===== src/rtl/tw_cfg_pkg.sv =====
// Package: widths and field layouts shared by the serial config loader.
// Assumes a 22-bit word whose two lowest bits are the register address.
package tw_cfg_pkg;
    parameter int WORD_W   = 22;
    parameter int ADDR_W   = 2;
    parameter int DATA_W   = WORD_W - ADDR_W;
    parameter int NUM_REGS = 1 << ADDR_W;
    parameter int RDIV_W   = 15;
    parameter int MODE_W   = 2;
    parameter int SWAL_W   = 5;
    parameter int CNT_W    = 13;

    // Reference register, MSB first: mode, tri-state, 4x, polarity, divider
    typedef struct packed {
        logic [MODE_W-1:0] omode;
        logic              cp_off;
        logic              cp_hi;
        logic              pd_pol;
        logic [RDIV_W-1:0] div;
    } ref_cfg_t;

    // Feedback register, MSB first: power-down, prescaler, count, swallow
    typedef struct packed {
        logic              pdown;
        logic              presc;
        logic [CNT_W-1:0]  count;
        logic [SWAL_W-1:0] swallow;
    } fb_cfg_t;

    // Register indices set by the address bits
    parameter int IDX_AUX_REF  = 0;
    parameter int IDX_AUX_FB   = 1;
    parameter int IDX_MAIN_REF = 2;
    parameter int IDX_MAIN_FB  = 3;
endpackage


===== src/rtl/tw_sync_edge.sv =====
// Module: tw_sync_edge
// Synchronizes one asynchronous input with STAGES flops. With RISE=1 it
// outputs a one-cycle pulse on each synchronized rising edge; with RISE=0
// it outputs the synchronized level. Assumes the input is steady for
// several system clocks.
module tw_sync_edge #(
    parameter int STAGES = 2,
    parameter bit RISE   = 1'b1
) (
    input  logic clk,
    input  logic rst_n,
    input  logic din,
    output logic dout
);
    logic [STAGES-1:0] pipe;

    // Synchronizer chain
    always_ff @(posedge clk) begin
        if (!rst_n) pipe <= '0;
        else        pipe <= {pipe[STAGES-2:0], din};
    end

    generate
        if (RISE) begin : g_rise
            logic last_q;
            // Previous synchronized level, for edge detection
            always_ff @(posedge clk) begin
                if (!rst_n) last_q <= 1'b0;
                else        last_q <= pipe[STAGES-1];
            end
            assign dout = pipe[STAGES-1] & ~last_q;

            AST_EDGE_SINGLE: assert property (@(posedge clk) disable iff (!rst_n)
                dout |=> !dout);
        end else begin : g_level
            assign dout = pipe[STAGES-1];
        end
    endgenerate
endmodule


===== src/rtl/tw_shift_stage.sv =====
// Module: tw_shift_stage
// Staging shift register. On each shift pulse it moves left by one bit
// and puts the new bit in bit 0, so the first bit sent ends up at the MSB.
// Assumes shift pulses last one cycle.
module tw_shift_stage #(
    parameter int WIDTH = 22
) (
    input  logic             clk,
    input  logic             rst_n,
    input  logic             shift,
    input  logic             bit_in,
    output logic [WIDTH-1:0] word
);
    // Shift on each synchronized serial clock edge
    always_ff @(posedge clk) begin
        if (!rst_n)     word <= '0;
        else if (shift) word <= {word[WIDTH-2:0], bit_in};
    end

    AST_SHIFT_LSB: assert property (@(posedge clk) disable iff (!rst_n)
        shift |=> word[0] == $past(bit_in));
    AST_SHIFT_MOVE: assert property (@(posedge clk) disable iff (!rst_n)
        shift |=> word[WIDTH-1:1] == $past(word[WIDTH-2:0]));
    AST_SHIFT_HOLD: assert property (@(posedge clk) disable iff (!rst_n)
        !shift |=> $stable(word));
endmodule


===== src/rtl/tw_reg_bank.sv =====
// Module: tw_reg_bank
// Four addressed data latches. On a commit pulse, the data field is
// written into the latch the address selects. Assumes commit is a
// single-cycle pulse.
module tw_reg_bank
    import tw_cfg_pkg::*;
(
    input  logic              clk,
    input  logic              rst_n,
    input  logic              commit,
    input  logic [ADDR_W-1:0] addr,
    input  logic [DATA_W-1:0] data,
    output logic [DATA_W-1:0] regs [NUM_REGS]
);
    generate
        for (genvar g = 0; g < NUM_REGS; g++) begin : g_latch
            // Capture the data field when this latch is addressed
            always_ff @(posedge clk) begin
                if (!rst_n)
                    regs[g] <= '0;
                else if (commit && (addr == ADDR_W'(g)))
                    regs[g] <= data;
            end

            AST_LATCH_HOLD: assert property (@(posedge clk) disable iff (!rst_n)
                !commit |=> $stable(regs[g]));
            AST_LATCH_OTHER: assert property (@(posedge clk) disable iff (!rst_n)
                (commit && addr != ADDR_W'(g)) |=> $stable(regs[g]));
            AST_LATCH_LOAD: assert property (@(posedge clk) disable iff (!rst_n)
                (commit && addr == ADDR_W'(g)) |=> regs[g] == $past(data));
        end
    endgenerate
endmodule


===== src/rtl/tw_cfg_loader.sv =====
// Module: tw_cfg_loader
// Three-wire configuration loader for a two-channel synthesizer. It
// synchronizes the serial inputs, stages the word, commits it on a
// load-strobe edge and decodes the four registers into fields. Assumes
// each serial level is held for at least three system clocks and that
// data is settled before the serial clock rises.
module tw_cfg_loader
    import tw_cfg_pkg::*;
(
    input  logic              clk,
    input  logic              rst_n,
    input  logic              ser_clk,
    input  logic              ser_dat,
    input  logic              ser_ld,
    output logic [RDIV_W-1:0] aux_ref_div,
    output logic              aux_pd_pol,
    output logic              aux_cp_hi,
    output logic              aux_cp_off,
    output logic [MODE_W-1:0] aux_omode,
    output logic [SWAL_W-1:0] aux_swallow,
    output logic [CNT_W-1:0]  aux_count,
    output logic              aux_presc,
    output logic              aux_pdown,
    output logic [RDIV_W-1:0] main_ref_div,
    output logic              main_pd_pol,
    output logic              main_cp_hi,
    output logic              main_cp_off,
    output logic [MODE_W-1:0] main_omode,
    output logic [SWAL_W-1:0] main_swallow,
    output logic [CNT_W-1:0]  main_count,
    output logic              main_presc,
    output logic              main_pdown
);
    logic              shift_p, dat_s, ld_p;
    logic [WORD_W-1:0] stage;
    logic [DATA_W-1:0] regs [NUM_REGS];
    ref_cfg_t          aux_r, main_r;
    fb_cfg_t           aux_f, main_f;

    tw_sync_edge #(.STAGES(2), .RISE(1'b1)) u_clk_sync (
        .clk(clk), .rst_n(rst_n), .din(ser_clk), .dout(shift_p));
    tw_sync_edge #(.STAGES(2), .RISE(1'b0)) u_dat_sync (
        .clk(clk), .rst_n(rst_n), .din(ser_dat), .dout(dat_s));
    tw_sync_edge #(.STAGES(2), .RISE(1'b1)) u_ld_sync (
        .clk(clk), .rst_n(rst_n), .din(ser_ld), .dout(ld_p));

    tw_shift_stage #(.WIDTH(WORD_W)) u_stage (
        .clk(clk), .rst_n(rst_n), .shift(shift_p), .bit_in(dat_s), .word(stage));

    tw_reg_bank u_bank (
        .clk(clk), .rst_n(rst_n), .commit(ld_p),
        .addr(stage[ADDR_W-1:0]), .data(stage[WORD_W-1:ADDR_W]), .regs(regs));

    // Map raw latches onto their field layouts
    always_comb begin
        aux_r  = ref_cfg_t'(regs[IDX_AUX_REF]);
        aux_f  = fb_cfg_t'(regs[IDX_AUX_FB]);
        main_r = ref_cfg_t'(regs[IDX_MAIN_REF]);
        main_f = fb_cfg_t'(regs[IDX_MAIN_FB]);
    end

    assign aux_ref_div  = aux_r.div;
    assign aux_pd_pol   = aux_r.pd_pol;
    assign aux_cp_hi    = aux_r.cp_hi;
    assign aux_cp_off   = aux_r.cp_off;
    assign aux_omode    = aux_r.omode;
    assign aux_swallow  = aux_f.swallow;
    assign aux_count    = aux_f.count;
    assign aux_presc    = aux_f.presc;
    assign aux_pdown    = aux_f.pdown;
    assign main_ref_div = main_r.div;
    assign main_pd_pol  = main_r.pd_pol;
    assign main_cp_hi   = main_r.cp_hi;
    assign main_cp_off  = main_r.cp_off;
    assign main_omode   = main_r.omode;
    assign main_swallow = main_f.swallow;
    assign main_count   = main_f.count;
    assign main_presc   = main_f.presc;
    assign main_pdown   = main_f.pdown;

    AST_LD_SINGLE: assert property (@(posedge clk) disable iff (!rst_n)
        ld_p |=> !ld_p);
endmodule


===== config.mk =====
export PLATFORM = sky130hd
export DESIGN_NAME = tw_cfg_loader
export DESIGN_NICKNAME = d
export VERILOG_FILES = /design/src/rtl/tw_cfg_pkg.sv /design/src/rtl/tw_sync_edge.sv /design/src/rtl/tw_shift_stage.sv /design/src/rtl/tw_reg_bank.sv /design/src/rtl/tw_cfg_loader.sv
export SDC_FILE = /design/constraint.sdc
export NUM_CORES = 1
export LEC_CHECK = 0
export BUFFER_PORTS_ARGS = -buffer_cell sky130_fd_sc_hd__buf_4
export CAP_MARGIN = 15
export CORE_UTILIZATION = 52
export DETAILED_ROUTE_END_ITERATION = 8
export PLACE_DENSITY = 0.77
export SKIP_LAST_GASP = 1
export SYNTH_ARGS = -nofsm -noshare
export SYNTH_HDL_FRONTEND = slang
export SYNTH_SLANG_ARGS = --single-unit

===== constraint.sdc =====
create_clock -name clk -period 1.65 [get_ports clk]
set_input_delay 0.0825 -clock clk [delete_from_list [all_inputs] [get_ports clk]]
set_output_delay 0.0825 -clock clk [all_outputs]
set_load 0.01 [all_outputs]

==> out/metrics.yaml <==
status:
  status: "finished, final reports clean"
yosys:
  synth_compound_area_frac: 0.1540
  yosys.area.top_type_share: 0.5995
  post-synth-top-area-cell: "dfxtp_1"
  avgSynthCellArea_um2: 9.093
  synthTopCellsByArea: "dfxtp_1 60%, nand3_1 11%, o21ai_0 8.2%"
  yosys.area_share.adder: 0
  synth-simple-area-share: 0.2037
  synth_xor_area_frac: 0
  syn_nets: 409
  synth_top_family_by_area: "simple AND/OR/NAND/NOR gates"
  synth_cells: 404
  ys_ff_latch: 110
  ys_types: 15
  yosysSeqAreaShare: 0.5995
  synth_area_um2: 3674
  yosysWarnings: 0
  synth.area.mux_share: 0
drt:
  drc: 0
  vias_per_cell: 5.207
  routed_wl_mm: 8.119
  routed-via-count: 3020
  drtPass1Iterations: 4
  drt_iter0_drc: 206
  ant_nets: 0
  wl_per_cell_um: 14.00
layout:
  finalNetCount: 484
  layout_common_cells: "110 x dfxtp_1, 95 x buf_4, 80 x nand3_1"
  stdcell_area_um2: 4563
  final_common_cell: "dfxtp_1"
  diodes: 0
  layout-drive-gt1-share: 0.2314
  syn_to_final_growth_pct: 24.22
clock_network:
  cts_sinks: 110
  cts_max_level: 3
  cts_made_buffers: 9
  clockRootBuffer: "clkbuf_8"
  hold_buffers: 3
  cts_tree: "yes"
  post_cts_resized: 0
  cts.clk_slew.worst_paths_ns: 0.10
  worstSkewPairLatency_ns: 0.37
  post_cts_buffers: 0
  cts_buffer_depth: 2
sta:
  hold_violations: 0
  finalCritPeriodShare: 0.9039
  rsz0062_at_grt: "no"
  final.min_clock_period_ns: 1.491
  tightest_slew_ns: 0.3813
  fin_skew_ns: 0.01187
  tns_ns: 0
  drv_slew: 0
  slew_headroom: 0.7458
  setup_viol: 0
  clock.fmax_mhz: 670.5
global_route:
  grt_pass1_wl_mm: 12.53
  grt_pass1_vias: 2595
  antenna_found_initial: 0
  grt_overflow: 0
  grt_max_degree: 41
  grt_use_total: 0.2210
placement:
  port_buffers: 84
  place_area_um2: 4349
  hpwlAfterDp_mm: 5.648
  gp_congestion: 0.7337
run:
  cap_violations: 0
floorplan:
  die_h_um: 86.05
  dieArea_um2: 7405
  core_um2: 6794
  die_w_um: 86.05
  ios: 85
  start_util: 0.5407
  fp-row-count: 30
setup_path:
  crit_arrival_ns: 1.74
  crit_fanout: 40
  required_ns: 1.90
  rrSetupSlack_ns: 0.16
  critPathCaptureType: "register"
  path_class: "reg2reg"
  cp-start-kind: "register"
power_and_ir_drop:
  total_power_mw: 4.257
  pwr-share-comb: 0.025
  p_sw_uw: 961.8
  pwr-share-seq: 0.626
  ir_worst_vdd_mv: 0.4623
  power.clock.fraction: 0.349
  p_leak_nw: 1.726
  sw_frac_of_total: 0.2259
  internal_power_mw: 3.295
  p_per_area_nw_per_um2: 933.0
worst_hold_path:
  hold_class: "in2reg"
## critical path: stages (launching register included)
cell	delay [ns]
dfxtp_1	0.37
or4b_4	0.76
nand3_1	0.16
o21ai_1	0.08
## sequential cells by signal (all words and copies together) (netlist names)
name,cells
u_bank.regs,80
u_clk_sync.g_rise.last_q,1
u_clk_sync.pipe,2
u_dat_sync.pipe,2
u_ld_sync.g_rise.last_q,1
u_ld_sync.pipe,2
u_stage.word,22
## power groups by stage
stage | Clock (mW) | Combinational, mW | Sequential [mW]
5_1_grt | 1.63 | 0.118 | 2.67
3_5_place_dp | 0 | 0.102 | 2.73
3_3_place_gp | 0 | 0.100 | 2.73
6_report | 1.48 | 0.108 | 2.66
4_1_cts | 1.51 | 0.108 | 2.67
2_1_floorplan | 0 | 0.0803 | 2.73
## layer usage
| layer | part of all wire | global-route usage | up-vias |
|---|---|---|---|
| met3 | 0.064 | 0.05197 | 2 |
| met1 | 0.46 | 0.3029 | 1396 |
| met5 | 0 | 0 | - |
| met2 | 0.47 | 0.3449 | 84 |
| met4 | 0.0038 | 0.07273 | 0 |
| li1 | - | - | 1538 |
## layout make-up
class | instances | area [um^2]
clock buffers | 10 | 137.6
clock inverters | 6 | 46.29
fillers | 549 | 2231
multi-input cells | 260 | 1314
flip-flops and latches | 110 | 2202
well taps | 96 | 120.1
repair buffers | 98 | 743.2
## cell usage after synthesis
master	instances
buf_6	4
nor2b_1	1
and2_1	8
dfxtp_1	110
o21ai_1	20
nand2_1	64
clkbuf_1	27
o21ai_0	60
buf_1	3
nand4b_1	1
nand3_1	80
nand4bb_1	2
a21boi_0	22
nand2b_1	1
or4b_4	1
## metrics by stage
stage               cells  hold slack (ns)  utilization  setup WS, ns
finish                580           0.1069       0.6716        0.1586
detailed placement    561           0.2933       0.6401        0.1719
CTS                   580           0.1017       0.6716        0.1507
global route          580           0.1079       0.6716       0.05568
floorplan             404           0.2098            -        0.3592
global placement      561           0.2914       0.6401        0.2335
## path summary, 6_finish.rpt
check | start | end | cells after the start
hold / removal | rst_n | u_stage.word[3] | 2
hold reg to reg | u_ld_sync.pipe[0] | u_ld_sync.pipe[1] | 1
setup reg to reg | u_stage.word[0] | u_bank.regs[67] | 3
setup / recovery | u_stage.word[0] | u_bank.regs[67] | 3
## logic make-up (layout without fill, tap and decap cells)
| logic type | Yosys count | count (layout) |
|---|---|---|
| simple gates | 158 | 158 |
| flops | 110 | 110 |
| compound gates | 102 | 102 |
| buf+inv | 34 | 114 |
Note: power is estimated with default switching activity, not from simulation.
